`src/rtl/alarm_match_pkg.sv`:
```
package alarm_match_pkg;

  localparam int NUM_FIELDS = 4;
  localparam int FIELD_W    = 7;
  localparam int REG_W      = 8;
  localparam int DIS_BIT    = 7;
  localparam int FLAG_BIT   = 3;
  localparam int AIE_BIT    = 1;

  typedef enum int {
    FLD_MIN  = 0,
    FLD_HOUR = 1,
    FLD_DAY  = 2,
    FLD_WDAY = 3
  } field_e;

  typedef logic [NUM_FIELDS-1:0][FIELD_W-1:0] field_vec_t;

  function automatic int field_bits(input int idx);
    case (idx)
      FLD_MIN:  return 7;
      FLD_HOUR: return 6;
      FLD_DAY:  return 6;
      default:  return 3;
    endcase
  endfunction

  function automatic logic [FIELD_W-1:0] field_mask(input int idx);
    return FIELD_W'((1 << field_bits(idx)) - 1);
  endfunction

endpackage

```
`src/rtl/alarm_regfile.sv`:
```
module alarm_regfile
  import alarm_match_pkg::*;
#(
  parameter int ADDR_W    = 4,
  parameter int ALM_BASE  = 9,
  parameter int CTRL_ADDR = 1
) (
  input  logic                  clk,
  input  logic                  rst_n,
  input  logic                  wr_en,
  input  logic [ADDR_W-1:0]     wr_addr,
  input  logic [REG_W-1:0]      wr_data,
  input  logic [ADDR_W-1:0]     rd_addr,
  output logic [REG_W-1:0]      rd_data,
  input  logic                  flag_in,
  output field_vec_t            alm_val,
  output logic [NUM_FIELDS-1:0] alm_dis,
  output logic                  aie,
  output logic                  clear_req
);

  localparam logic [ADDR_W-1:0] CTRL_A = ADDR_W'(CTRL_ADDR);

  logic ctrl_hit_w;
  assign ctrl_hit_w = wr_en && (wr_addr == CTRL_A);
  assign clear_req  = ctrl_hit_w && !wr_data[FLAG_BIT];

  for (genvar i = 0; i < NUM_FIELDS; i++) begin : g_field
    localparam logic [ADDR_W-1:0] MY_ADDR = ADDR_W'(ALM_BASE + i);
    localparam logic [FIELD_W-1:0] MASK   = field_mask(i);
    always_ff @(posedge clk or negedge rst_n) begin
      if (!rst_n) begin
        alm_dis[i] <= 1'b1;
        alm_val[i] <= '0;
      end else if (wr_en && (wr_addr == MY_ADDR)) begin
        alm_dis[i] <= wr_data[DIS_BIT];
        alm_val[i] <= wr_data[FIELD_W-1:0] & MASK;
      end
    end
  end

  always_ff @(posedge clk or negedge rst_n) begin
    if (!rst_n) aie <= 1'b0;
    else if (ctrl_hit_w) aie <= wr_data[AIE_BIT];
  end

  always_comb begin
    rd_data = '0;
    if (rd_addr == CTRL_A) begin
      rd_data[FLAG_BIT] = flag_in;
      rd_data[AIE_BIT]  = aie;
    end
    for (int i = 0; i < NUM_FIELDS; i++) begin
      if (rd_addr == ADDR_W'(ALM_BASE + i)) rd_data = {alm_dis[i], alm_val[i]};
    end
  end

endmodule

```
`src/rtl/alarm_compare.sv`:
```
module alarm_compare
  import alarm_match_pkg::*;
(
  input  field_vec_t            alm_val,
  input  logic [NUM_FIELDS-1:0] alm_dis,
  input  field_vec_t            cur_val,
  output logic                  match,
  output logic                  any_en
);

  logic [NUM_FIELDS-1:0] fld_ok;

  for (genvar i = 0; i < NUM_FIELDS; i++) begin : g_cmp
    assign fld_ok[i] = alm_dis[i] || (alm_val[i] == cur_val[i]);
  end

  assign any_en = !(&alm_dis);
  assign match  = any_en && (&fld_ok);

endmodule

```
`src/rtl/alarm_flag_ctrl.sv`:
```
module alarm_flag_ctrl (
  input  logic clk,
  input  logic rst_n,
  input  logic tick,
  input  logic match,
  input  logic clear_req,
  output logic flag,
  output logic match_prev
);

  logic set_evt;
  assign set_evt = tick && match && !match_prev;

  always_ff @(posedge clk or negedge rst_n) begin
    if (!rst_n) match_prev <= 1'b0;
    else if (tick) match_prev <= match;
  end

  always_ff @(posedge clk or negedge rst_n) begin
    if (!rst_n)         flag <= 1'b0;
    else if (set_evt)   flag <= 1'b1;
    else if (clear_req) flag <= 1'b0;
  end

endmodule

```
`src/rtl/alarm_match_unit.sv`:
```
module alarm_match_unit
  import alarm_match_pkg::*;
#(
  parameter int ADDR_W    = 4,
  parameter int ALM_BASE  = 9,
  parameter int CTRL_ADDR = 1
) (
  input  logic              clk,
  input  logic              rst_n,
  input  logic              wr_en,
  input  logic [ADDR_W-1:0] wr_addr,
  input  logic [REG_W-1:0]  wr_data,
  input  logic [ADDR_W-1:0] rd_addr,
  output logic [REG_W-1:0]  rd_data,
  input  logic [6:0]        cur_min,
  input  logic [5:0]        cur_hour,
  input  logic [5:0]        cur_day,
  input  logic [2:0]        cur_wday,
  input  logic              tick,
  output logic              alarm_flag,
  output logic              irq
);

  field_vec_t            alm_val;
  field_vec_t            cur_val;
  logic [NUM_FIELDS-1:0] alm_dis;
  logic                  aie;
  logic                  clear_req;
  logic                  match_now;
  logic                  match_prev;
  logic                  any_en;

  assign cur_val[FLD_MIN]  = FIELD_W'(cur_min);
  assign cur_val[FLD_HOUR] = FIELD_W'(cur_hour);
  assign cur_val[FLD_DAY]  = FIELD_W'(cur_day);
  assign cur_val[FLD_WDAY] = FIELD_W'(cur_wday);

  alarm_regfile #(
    .ADDR_W(ADDR_W), .ALM_BASE(ALM_BASE), .CTRL_ADDR(CTRL_ADDR)
  ) u_regs (
    .clk(clk), .rst_n(rst_n),
    .wr_en(wr_en), .wr_addr(wr_addr), .wr_data(wr_data),
    .rd_addr(rd_addr), .rd_data(rd_data),
    .flag_in(alarm_flag),
    .alm_val(alm_val), .alm_dis(alm_dis),
    .aie(aie), .clear_req(clear_req)
  );

  alarm_compare u_cmp (
    .alm_val(alm_val), .alm_dis(alm_dis), .cur_val(cur_val),
    .match(match_now), .any_en(any_en)
  );

  alarm_flag_ctrl u_flag (
    .clk(clk), .rst_n(rst_n), .tick(tick), .match(match_now),
    .clear_req(clear_req), .flag(alarm_flag), .match_prev(match_prev)
  );

  assign irq = alarm_flag && aie;

endmodule

```
`config.mk`:
```
export PLATFORM = sky130hd
export DESIGN_NAME = alarm_match_unit
export DESIGN_NICKNAME = d
export VERILOG_FILES = /design/src/rtl/alarm_match_pkg.sv /design/src/rtl/alarm_regfile.sv /design/src/rtl/alarm_compare.sv /design/src/rtl/alarm_flag_ctrl.sv /design/src/rtl/alarm_match_unit.sv
export SDC_FILE = /design/constraint.sdc
export NUM_CORES = 1
export LEC_CHECK = 0
export ABC_AREA = 1
export BUFFER_PORTS_ARGS = -buffer_cell sky130_fd_sc_hd__buf_2
export CAP_MARGIN = 30
export CORE_ASPECT_RATIO = 0.6
export CORE_UTILIZATION = 45
export CTS_CLUSTER_DIAMETER = 40
export DETAILED_ROUTE_END_ITERATION = 8
export GPL_TIMING_DRIVEN = 0
export PLACE_DENSITY = 0.8
export RECOVER_POWER = 50
export SLEW_MARGIN = 0
export SYNTH_ARGS = -nofsm -noshare
export SYNTH_HDL_FRONTEND = slang
export SYNTH_SLANG_ARGS = --single-unit
```
`constraint.sdc`:
```
create_clock -name clk -period 1.2 [get_ports clk]
set_clock_uncertainty 0.1 [all_clocks]
set_input_delay 0.12 -clock clk [delete_from_list [all_inputs] [get_ports clk]]
set_output_delay 0.12 -clock clk [all_outputs]
set_load 0.01 [all_outputs]
```
==> results of run 1 <==
[power groups by stage]
stage	clock [W]	combinational, W	sequential, W
2_1_floorplan	0	0.000566	0.00135
4_1_cts	0.00111	0.000936	0.00139
5_1_grt	0.00115	0.00110	0.00143
6_report	0.00109	0.000965	0.00140
3_3_place_gp	0	0.000773	0.00141
3_5_place_dp	0	0.000809	0.00142
[critical path: stages (launching register included)]
cell	delay [ps]
dfrtp_1	390
nand4_1	130
nand3_2	90
o21ai_2	70
o211ai_2	90
buf_2	140
[cell families after synthesis]
kind of cell / synth area share (%)
and+or+nand+nor: 31.1
buffers and inverters: 12.4
AOI/OAI and AO/OA: 16.8
DFF: 37.4
xor gates and xnor gates: 2.24
[flip-flops by register name, summed over array words and instances, names as in the netlist]
signal             flops
u_flag.flag            1
u_flag.match_prev      1
u_regs.aie             1
u_regs.alm_dis         4
u_regs.alm_val        22
[worst max-delay path by stage]
stage                            startpoint                 to  slack, ps  cells past startpoint
after floorplan           u_regs.alm_dis[2]  u_flag.match_prev         20                      6
final                            u_regs.aie         rd_data[1]       -220                      5
after global placement    u_regs.alm_val[2]        u_flag.flag       -120                      7
after global routing            u_flag.flag         rd_data[3]       -260                      3
after detailed placement  u_regs.alm_val[2]        u_flag.flag       -170                      7
after CTS                        u_regs.aie         rd_data[1]       -230                      5
[cells in the mapped netlist (2+ instances only)]
library cell / instances / area share [%]
buf_6: 3 / 1.7
dfrtp_1: 25 / 32
dfstp_2: 4 / 5.4
inv_1: 51 / 9.8
inv_2: 3 / 0.58
nand2_1: 99 / 19
nand2_2: 2 / 0.64
nand2_4: 2 / 1.2
nand3_1: 6 / 1.5
nand3_2: 3 / 1.5
nand4_1: 4 / 1.3
nor2_1: 17 / 3.3
nor2_4: 4 / 2.3
o2111ai_1: 3 / 1.3
o21ai_0: 7 / 1.8
o21ai_2: 22 / 9.9
o221ai_1: 2 / 0.90
xnor2_1: 4 / 1.8
[layout make-up]
type | instances | area [µm²] | area share [%]
buffer | 3 | 15.0 | 0.582
clock buffer | 6 | 82.6 | 3.20
clock inverter | 2 | 37.5 | 1.45
inverter | 55 | 211 | 8.20
multi-input combinational | 183 | 1010 | 39.2
sequential | 29 | 732 | 28.4
tap | 60 | 75.1 | 2.91
timing repair buffer | 68 | 414 | 16.1
[routing by layer]
metal	vias up	wire [µm]	GRT usage [%]
met5	-	0	0
met4	0	53	6.67
met3	9	410	7.49
met2	71	2370	39.1
met1	905	2500	35.1
li1	985	-	-
[metrics by stage]
step | util, % | area, µm² | setup TNS (ps) | std cells
after global placement | 55.1 | 2280 | -631 | 381
after detailed placement | 55.1 | 2280 | -810 | 381
final | 62.3 | 2580 | -1370 | 406
after global routing | 62.3 | 2580 | -2090 | 406
after CTS | 61.0 | 2530 | -1370 | 401
after floorplan | - | 1950 | 0 | 270
[what timing repair did]
action | CTS | global route
hold endpoints to repair | 28 | 0
hold buffers | 4 | 0
setup endpoints to repair | 9 | 12
gates resized for setup | 6 | 23
pin swaps | 10 | 14
buffers inserted | 8 | 6
==> impl_metrics.json, run 1 <==
{
  "wl_per_cell_um": 13.1,
  "crit_type": "flop to output pin",
  "rsz0062_at_grt": "yes",
  "holdWs_ps": 49.7,
  "drv_slew": 0,
  "synth_edf_count": 0,
  "fp.coreArea_um2": 4140,
  "clock-root-buffer": "clkbuf_8",
  "maxCapViolCount": 0,
  "worstRegToRegCells": 7,
  "dieArea_um2": 4620,
  "min_to": "u_regs.alm_val[12]",
  "cts.sinks": 29,
  "syn_inst": 270,
  "overflow": 0,
  "vias": 1970,
  "port_buffers": 51,
  "numCtsBuffers": 5,
  "synthFlopType": "dfrtp_1",
  "p_int_w": 0.00231,
  "h-tree-depth": 2,
  "seq_area_frac_synth_pct": 37.4,
  "io_pins": 52,
  "ant_nets": 0,
  "grt_usage_pct": 25.5,
  "cts_max_path_buffers": 2,
  "sw_frac_of_total_pct": 33.2,
  "via_per_inst": 4.85,
  "drc_errors": 0,
  "fin_crit_sh_pct": 118,
  "drt-initial-drc-count": 138,
  "hpwlAfterDp_um": 3980,
  "slew_headroom_pct": 49.7,
  "cts.clk_slew.worst_paths_ps": 70,
  "power.density_nw_per_um2": 1340,
  "die_h_um": 53.0,
  "grt_max_degree": 30,
  "start_util_pct": 47.1,
  "antenna_cells": 0,
  "leakagePower_nw": 1.42,
  "gp_congestion": 0.869,
  "min_period_ps": 1420,
  "outcome": "finished, violations left",
  "violations": "negative setup slack",
  "power.total_w": 0.00346,
  "yosys.cell_types.count": 27,
  "wirelength_um": 5330,
  "cp-end-kind": "output pin",
  "fmax_mhz": 704,
  "ys_seq_elements": 29,
  "async_flop_share_pct": 100,
  "p_sw_w": 0.00115,
  "seq_power_share_pct": 40.6,
  "ys_warn_count": 0,
  "grt_pass1_wl_um": 8490,
  "holdPathStages": 3,
  "fp-row-count": 18,
  "postSynthAreaPerCell_um2": 7.23,
  "hold_viol_final": 0,
  "drtPass1Iterations": 5,
  "r2r_end": "u_flag.match_prev",
  "start_kind": "flop",
  "combinationalPowerShare_pct": 27.9,
  "layout_commonest_cell": "nand2_1",
  "grt_pass1_vias": 1852,
  "cp_max_fo": 2,
  "drive_above_1_share_pct": 38.2,
  "setup_ws_ps": -221,
  "required_ps": 980,
  "synth_fp_nets": 312,
  "antenna_found_initial": 0,
  "final_cell_mix": "nand2_1, inv_1, buf_2, dfrtp_1, o21ai_2",
  "cts_tree": "yes",
  "pre_cts_slack_ps": -167,
  "peakVddDrop_v": 0.000564,
  "setup_viol": 10,
  "syn_area_um2": 1950,
  "num-nets-final": 387,
  "area_growth_pct": 32.1,
  "worst_slew_pin_slew_ps": 754,
  "rr_startpoint": "u_regs.alm_dis[3]",
  "die_width_um": 87.1,
  "n_fill_cell": 398,
  "clockPowerShare_pct": 31.5,
  "insertion_delay_ps": 300,
  "hold_class": "primary input to flop",
  "min_from": "wr_data[5]",
  "crit_arrival_ps": 1200,
  "rrSetupSlack_ps": -150
}
No activity file was read; power rests on OpenSTA's default activity.
==> run 2, diff against run 1 <==
- CTS_BUF_LIST: default -> sky130_fd_sc_hd__clkbuf_2
==> run 2 against run 1 <==
Net effect: the run ends with negative hold slack, negative setup slack left; hold slack worse by 56 ps; setup slack worse by 170 ps; sequential power about the same; highest routed layer unchanged; via count up 4.9%; critical endpoint unchanged; fmax down 11%; count of clock-buffer cells in the layout down 1; core utilization up 1.9 points.
==> impl_metrics.json, run 2 (synthesized netlist as in run 1, its figures left out) <==
{
  "clockPowerShare_pct": 22.7,
  "overflow": 0,
  "io_pins": 52,
  "drt-initial-drc-count": 179,
  "maxCapViolCount": 0,
  "hold_viol_final": 1,
  "hpwlAfterDp_um": 3980,
  "ant_nets": 0,
  "die_h_um": 53.0,
  "seq_power_share_pct": 42.2,
  "drtPass1Iterations": 5,
  "crit_type": "flop to output pin",
  "fin_cells": 420,
  "start_kind": "flop",
  "pre_cts_slack_ps": -167,
  "via_per_inst": 4.92,
  "leakagePower_nw": 1.47,
  "gp_congestion": 0.869,
  "dieArea_um2": 4620,
  "hold_class": "primary input to flop",
  "grt_max_degree": 30,
  "multi_input_area_um2": 1000,
  "cts_max_path_buffers": 2,
  "n_fill_cell": 413,
  "cts.sinks": 29,
  "num-nets-final": 401,
  "drv_slew": 0,
  "min_period_ps": 1590,
  "die_width_um": 87.1,
  "setup_ws_ps": -394,
  "peakVddDrop_v": 0.000620,
  "slew_headroom_pct": 50.3,
  "insertion_delay_ps": 410,
  "start_util_pct": 47.1,
  "outcome": "finished, violations left",
  "drive_above_1_share_pct": 37.5,
  "antenna_found_initial": 0,
  "required_ps": 980,
  "antenna_cells": 0,
  "cts_tree": "yes",
  "clock-root-buffer": "clkbuf_2",
  "place_inst": 381,
  "sw_frac_of_total_pct": 35.8,
  "wirelength_um": 5570,
  "numCtsBuffers": 5,
  "largest_register_ffs": 22,
  "layout_commonest_cell": "nand2_1",
  "fmax_mhz": 627,
  "fp-row-count": 18,
  "combinationalPowerShare_pct": 35.1,
  "final_cell_mix": "nand2_1, buf_2, inv_1, dfrtp_1",
  "area_growth_pct": 36.1,
  "drc_errors": 0,
  "grt_pass1_wl_um": 8710,
  "wl_per_cell_um": 13.3,
  "final_core_util_pct": 64.1,
  "grt_usage_pct": 25.7,
  "reg_top3": "u_regs.alm_val: 22 flops, u_regs.alm_dis: 4 flops",
  "holdWs_ps": -6.44,
  "cp-end-kind": "output pin",
  "fin_crit_sh_pct": 133,
  "largest_register": "u_regs.alm_val",
  "crit_arrival_ps": 1370,
  "violations": "negative hold slack, negative setup slack",
  "worst_slew_pin_slew_ps": 746,
  "tns_ps": -2770,
  "vias": 2066,
  "grt_pass1_vias": 1927,
  "power.density_nw_per_um2": 1230,
  "fp.coreArea_um2": 4140,
  "p_int_w": 0.00211,
  "cts.clk_slew.worst_paths_ps": 160,
  "rsz0062_at_grt": "yes",
  "p_sw_w": 0.00117,
  "setup_viol": 12,
  "cp_max_fo": 2,
  "port_buffers": 51,
  "h-tree-depth": 2,
  "regArea_um2": 731
}
run 2: cell count changes in the layout (fill, tap and decap cells not counted), moves of 3 or more:
cell / delta
dlygate4sd3_1: +6
o21ai_2: -7
o21ai_0: +9
clkbuf_8: -6
buf_6: +8
nand2_1: -3
nand2_2: +3
run 2: through the flow:
step	instance area, µm²	total power (W)
final	2660	0.00328
after global routing	2660	0.00348
after CTS	2640	0.00322
after detailed placement	2280	0.00223
after global placement	2280	0.00218
after floorplan	1950	0.00192
run 2: worst paths after layout:
kind,startpoint,end,slack (ps),depth (start not counted)
max in group asynchronous,rst_n,u_regs.alm_val[12],330,2
worst max-delay path,u_regs.aie,rd_data[1],-390,5
worst max register to register,u_regs.alm_val[2],u_flag.flag,-240,7
worst min register to register,u_regs.alm_dis[1],u_regs.alm_dis[1],420,2
min in group asynchronous,rst_n,u_regs.alm_val[2],180,2
worst min-delay path,wr_addr[2],u_regs.aie,-6,4
run 2: worst max-delay path: stages (launching register included):
cell and delay (ps):
dfrtp_1 430, nand4_1 130, nand3_2 90, o21ai_2 90
o211ai_2 100, buf_2 150
run 2: routing by layer:
layer | global-route usage [%] | up-vias | wire length [µm]
met5 | 0 | - | 0
met3 | 4.99 | 13 | 391
met1 | 35.5 | 972 | 2590
met2 | 41.7 | 69 | 2500
li1 | - | 1012 | -
met4 | 5.83 | 0 | 87
run 2: what timing repair did:
action | CTS | global route
hold buffers | 10 | 0
resized for setup | 13 | 25
pin swaps | 15 | 14
endpoints found under the setup margin | 11 | 12
hold endpoints to repair | 42 | 0
buffers inserted | 19 | 3
run 2: area by class of cell:
cell class | instances | share of cell area (%)
tap | 60 | 2.82
inverter | 55 | 7.86
sequential | 29 | 27.5
clock inverter | 3 | 1.55
clock buffer | 5 | 0.942
multi-input combinational | 183 | 37.8
timing repair buffer | 82 | 20.5
buffer | 3 | 1.04
run 2: power groups by stage:
stage | registers (W) | clock network [W] | logic, W
floorplan | 0.00135 | 0 | 0.000566
global placement | 0.00141 | 0 | 0.000773
detailed placement | 0.00142 | 0 | 0.000809
CTS | 0.00137 | 0.000737 | 0.00111
global route | 0.00140 | 0.000782 | 0.00129
finish | 0.00138 | 0.000747 | 0.00115
==> run 3, diff against run 2 <==
- ABC_AREA: 1 -> 0
- PLACE_DENSITY: 0.8 -> 0.82
==> run 3 against run 2 <==
Net effect: the flow still finishes with violations (negative hold slack, negative setup slack); wire length down 23%; via count down 29%; global-route usage down 1.1 points; critical path depth unchanged; hold slack worse by 18 ps; fmax down 16%; sequential power up 3%; clock power down 34%; final cell count down 35%.
==> impl_metrics.json, run 3 <==
{
  "outcome": "finished, violations left",
  "violations": "negative hold slack, negative setup slack",
  "holdWs_ps": -24.8,
  "antenna_found_initial": 0,
  "crit_arrival_ps": 2100,
  "synth_fp_nets": 192,
  "hold_class": "primary input to flop",
  "cp-end-kind": "flop",
  "grt_max_degree": 30,
  "ant_nets": 0,
  "crit_type": "flop to flop",
  "rsz0062_at_grt": "yes",
  "start_util_pct": 48.9,
  "cts_tree": "yes",
  "port_buffers": 50,
  "area_growth_pct": 38.6,
  "via_per_inst": 5.38,
  "setup_viol": 11,
  "synth_common_cells": "mux2_2, dfrtp_1, xor2_1, o21ai_0",
  "grt_usage_pct": 24.6,
  "antenna_cells": 0,
  "syn_inst": 150,
  "fmax_mhz": 528,
  "power.density_nw_per_um2": 1300,
  "holdPathStages": 4,
  "clock-root-buffer": "clkbuf_2",
  "gp_congestion": 0.942,
  "slew_headroom_pct": 52.4,
  "synth_top_area_share_pct": 38.0,
  "h-tree-depth": 2,
  "maxCapViolCount": 0,
  "fin_area_um2": 2280,
  "cts_max_path_buffers": 2,
  "drive_above_1_share_pct": 50.4,
  "tns_ps": -5010,
  "drtPass1Iterations": 4,
  "io_pins": 52,
  "cp_slowest_cell": "or4_1",
  "drv_slew": 0,
  "peakVddDrop_v": 0.000885,
  "die_width_um": 80.1,
  "reg_top3": "u_regs.alm_val: 22 flops, u_regs.alm_dis: 4 flops",
  "place_inst": 245,
  "synthFlopType": "dfrtp_1",
  "synth_edf_count": 0,
  "yosysMostFrequentCell": "mux2_2",
  "ys_seq_elements": 29,
  "start_kind": "flop",
  "setup_ws_ps": -695,
  "yosysTopAreaCell": "dfrtp_1",
  "grt_pass1_vias": 1454,
  "insertion_delay_ps": 380,
  "syn_area_um2": 1650,
  "place_area_um2": 1990,
  "dieArea_um2": 3910,
  "numCtsBuffers": 5,
  "cp_max_fo": 3,
  "slowest_delay_ps": 550,
  "wirelength_um": 4310,
  "grt_pass1_wl_um": 6980,
  "min_period_ps": 1890,
  "layout_commonest_cell": "buf_2",
  "die_h_um": 48.8,
  "final_core_util_pct": 67.8,
  "netlist_top_cells_area": "dfrtp_1, mux2_2, xor2_1, dfstp_2, xnor2_1",
  "async_flop_share_pct": 100,
  "overflow": 0,
  "required_ps": 1410,
  "yosys.cell_types.count": 26,
  "cts.clk_slew.worst_paths_ps": 160,
  "drt-initial-drc-count": 75,
  "postCtsHoldBufs": 11,
  "fin_cells": 273,
  "hold_viol_final": 1,
  "crit_chain": "xor2_1 > nor4_2 > a31oi_1 > or4_1 > o21ai_1",
  "num-nets-final": 269,
  "seq_area_frac_synth_pct": 44.4,
  "fin_crit_sh_pct": 158,
  "worstRegToRegCells": 5,
  "drc_errors": 0,
  "worst_slew_pin_slew_ps": 714,
  "fp-row-count": 16,
  "final_cell_mix": "buf_2, mux2_2, dfrtp_1, xor2_1, dlygate4sd3_1",
  "hpwlAfterDp_um": 3050,
  "largest_register_ffs": 22,
  "postSynthAreaPerCell_um2": 11.0,
  "fp.coreArea_um2": 3360,
  "leakagePower_nw": 1.05,
  "ys_warn_count": 0,
  "cts.sinks": 29,
  "vias": 1469,
  "wl_per_cell_um": 15.8,
  "largest_register": "u_regs.alm_val"
}
-- run 3: worst max-delay path: cells and delay by family (launching register included) --
kind,cells,cell delay [ps]
xor+xnor,1,160
simple gates,2,860
compound gates,2,260
flops,1,440
-- run 3: worst paths after layout --
check | from | endpoint | slack [ps]
hold reg to reg | u_flag.match_prev | u_flag.flag | 350
setup / recovery | u_regs.alm_val[8] | u_flag.flag | -690
min in group asynchronous | rst_n | u_regs.alm_val[7] | 190
hold / removal | wr_addr[1] | u_regs.alm_dis[3] | -20
setup reg to reg | u_regs.alm_val[8] | u_flag.flag | -690
max in group asynchronous | rst_n | u_regs.alm_val[5] | 330
-- run 3: area by class of cell --
cell class	count	area [µm²]
plain buffers	4	16.3
clock buffers	7	35.0
clock inverters	1	3.75
fillers	275	1080
inverters	2	7.51
multi-input cells	115	983
flip-flops and latches	29	731
well taps	45	56.3
repair buffers	70	447
-- run 3: metal layers --
layer	GRT usage [%]	wire, µm
met2	33.6	1820
met1	38.0	2070
met4	8.04	61
met3	5.42	359
met5	0	0
-- run 3: kinds of logic (layout without fill, tap and decap cells) --
logic type	count (synthesis)	count (layout)	share of synthesized area (%)
xor+xnor	22	22	11.7
mux	33	33	22.4
buf+inv	6	84	1.37
flops	29	29	44.4
simple gates	38	38	12.2
compound gates	22	22	7.91
-- run 3: power by group --
group	switching [W]	internal, W	total [W]
logic	0.000444	0.000606	0.00105
clock network	0.000338	0.000156	0.000494
registers	0.000189	0.00123	0.00142
total	0.000971	0.00199	0.00296
-- run 3: timing repair --
| item | in CTS | in global routing |
|---|---|---|
| cloned | 0 | 0 |
| pin swaps | 6 | 5 |
| endpoints found under the hold margin | 54 | 1 |
| setup buffers | 8 | 1 |
| resized for setup | 16 | 3 |
| endpoints found under the setup margin | 11 | 12 |
-- run 3: stage by stage --
step | total power (W) | hold WS, ps | worst slack [ps]
2_1_floorplan | 0.00195 | -276 | -484
5_1_grt | 0.00314 | -3.11 | -778
3_5_place_dp | 0.00226 | 75.9 | -682
3_3_place_gp | 0.00224 | 78.3 | -695
6_report | 0.00296 | -24.8 | -695
4_1_cts | 0.00294 | -40.0 | -685
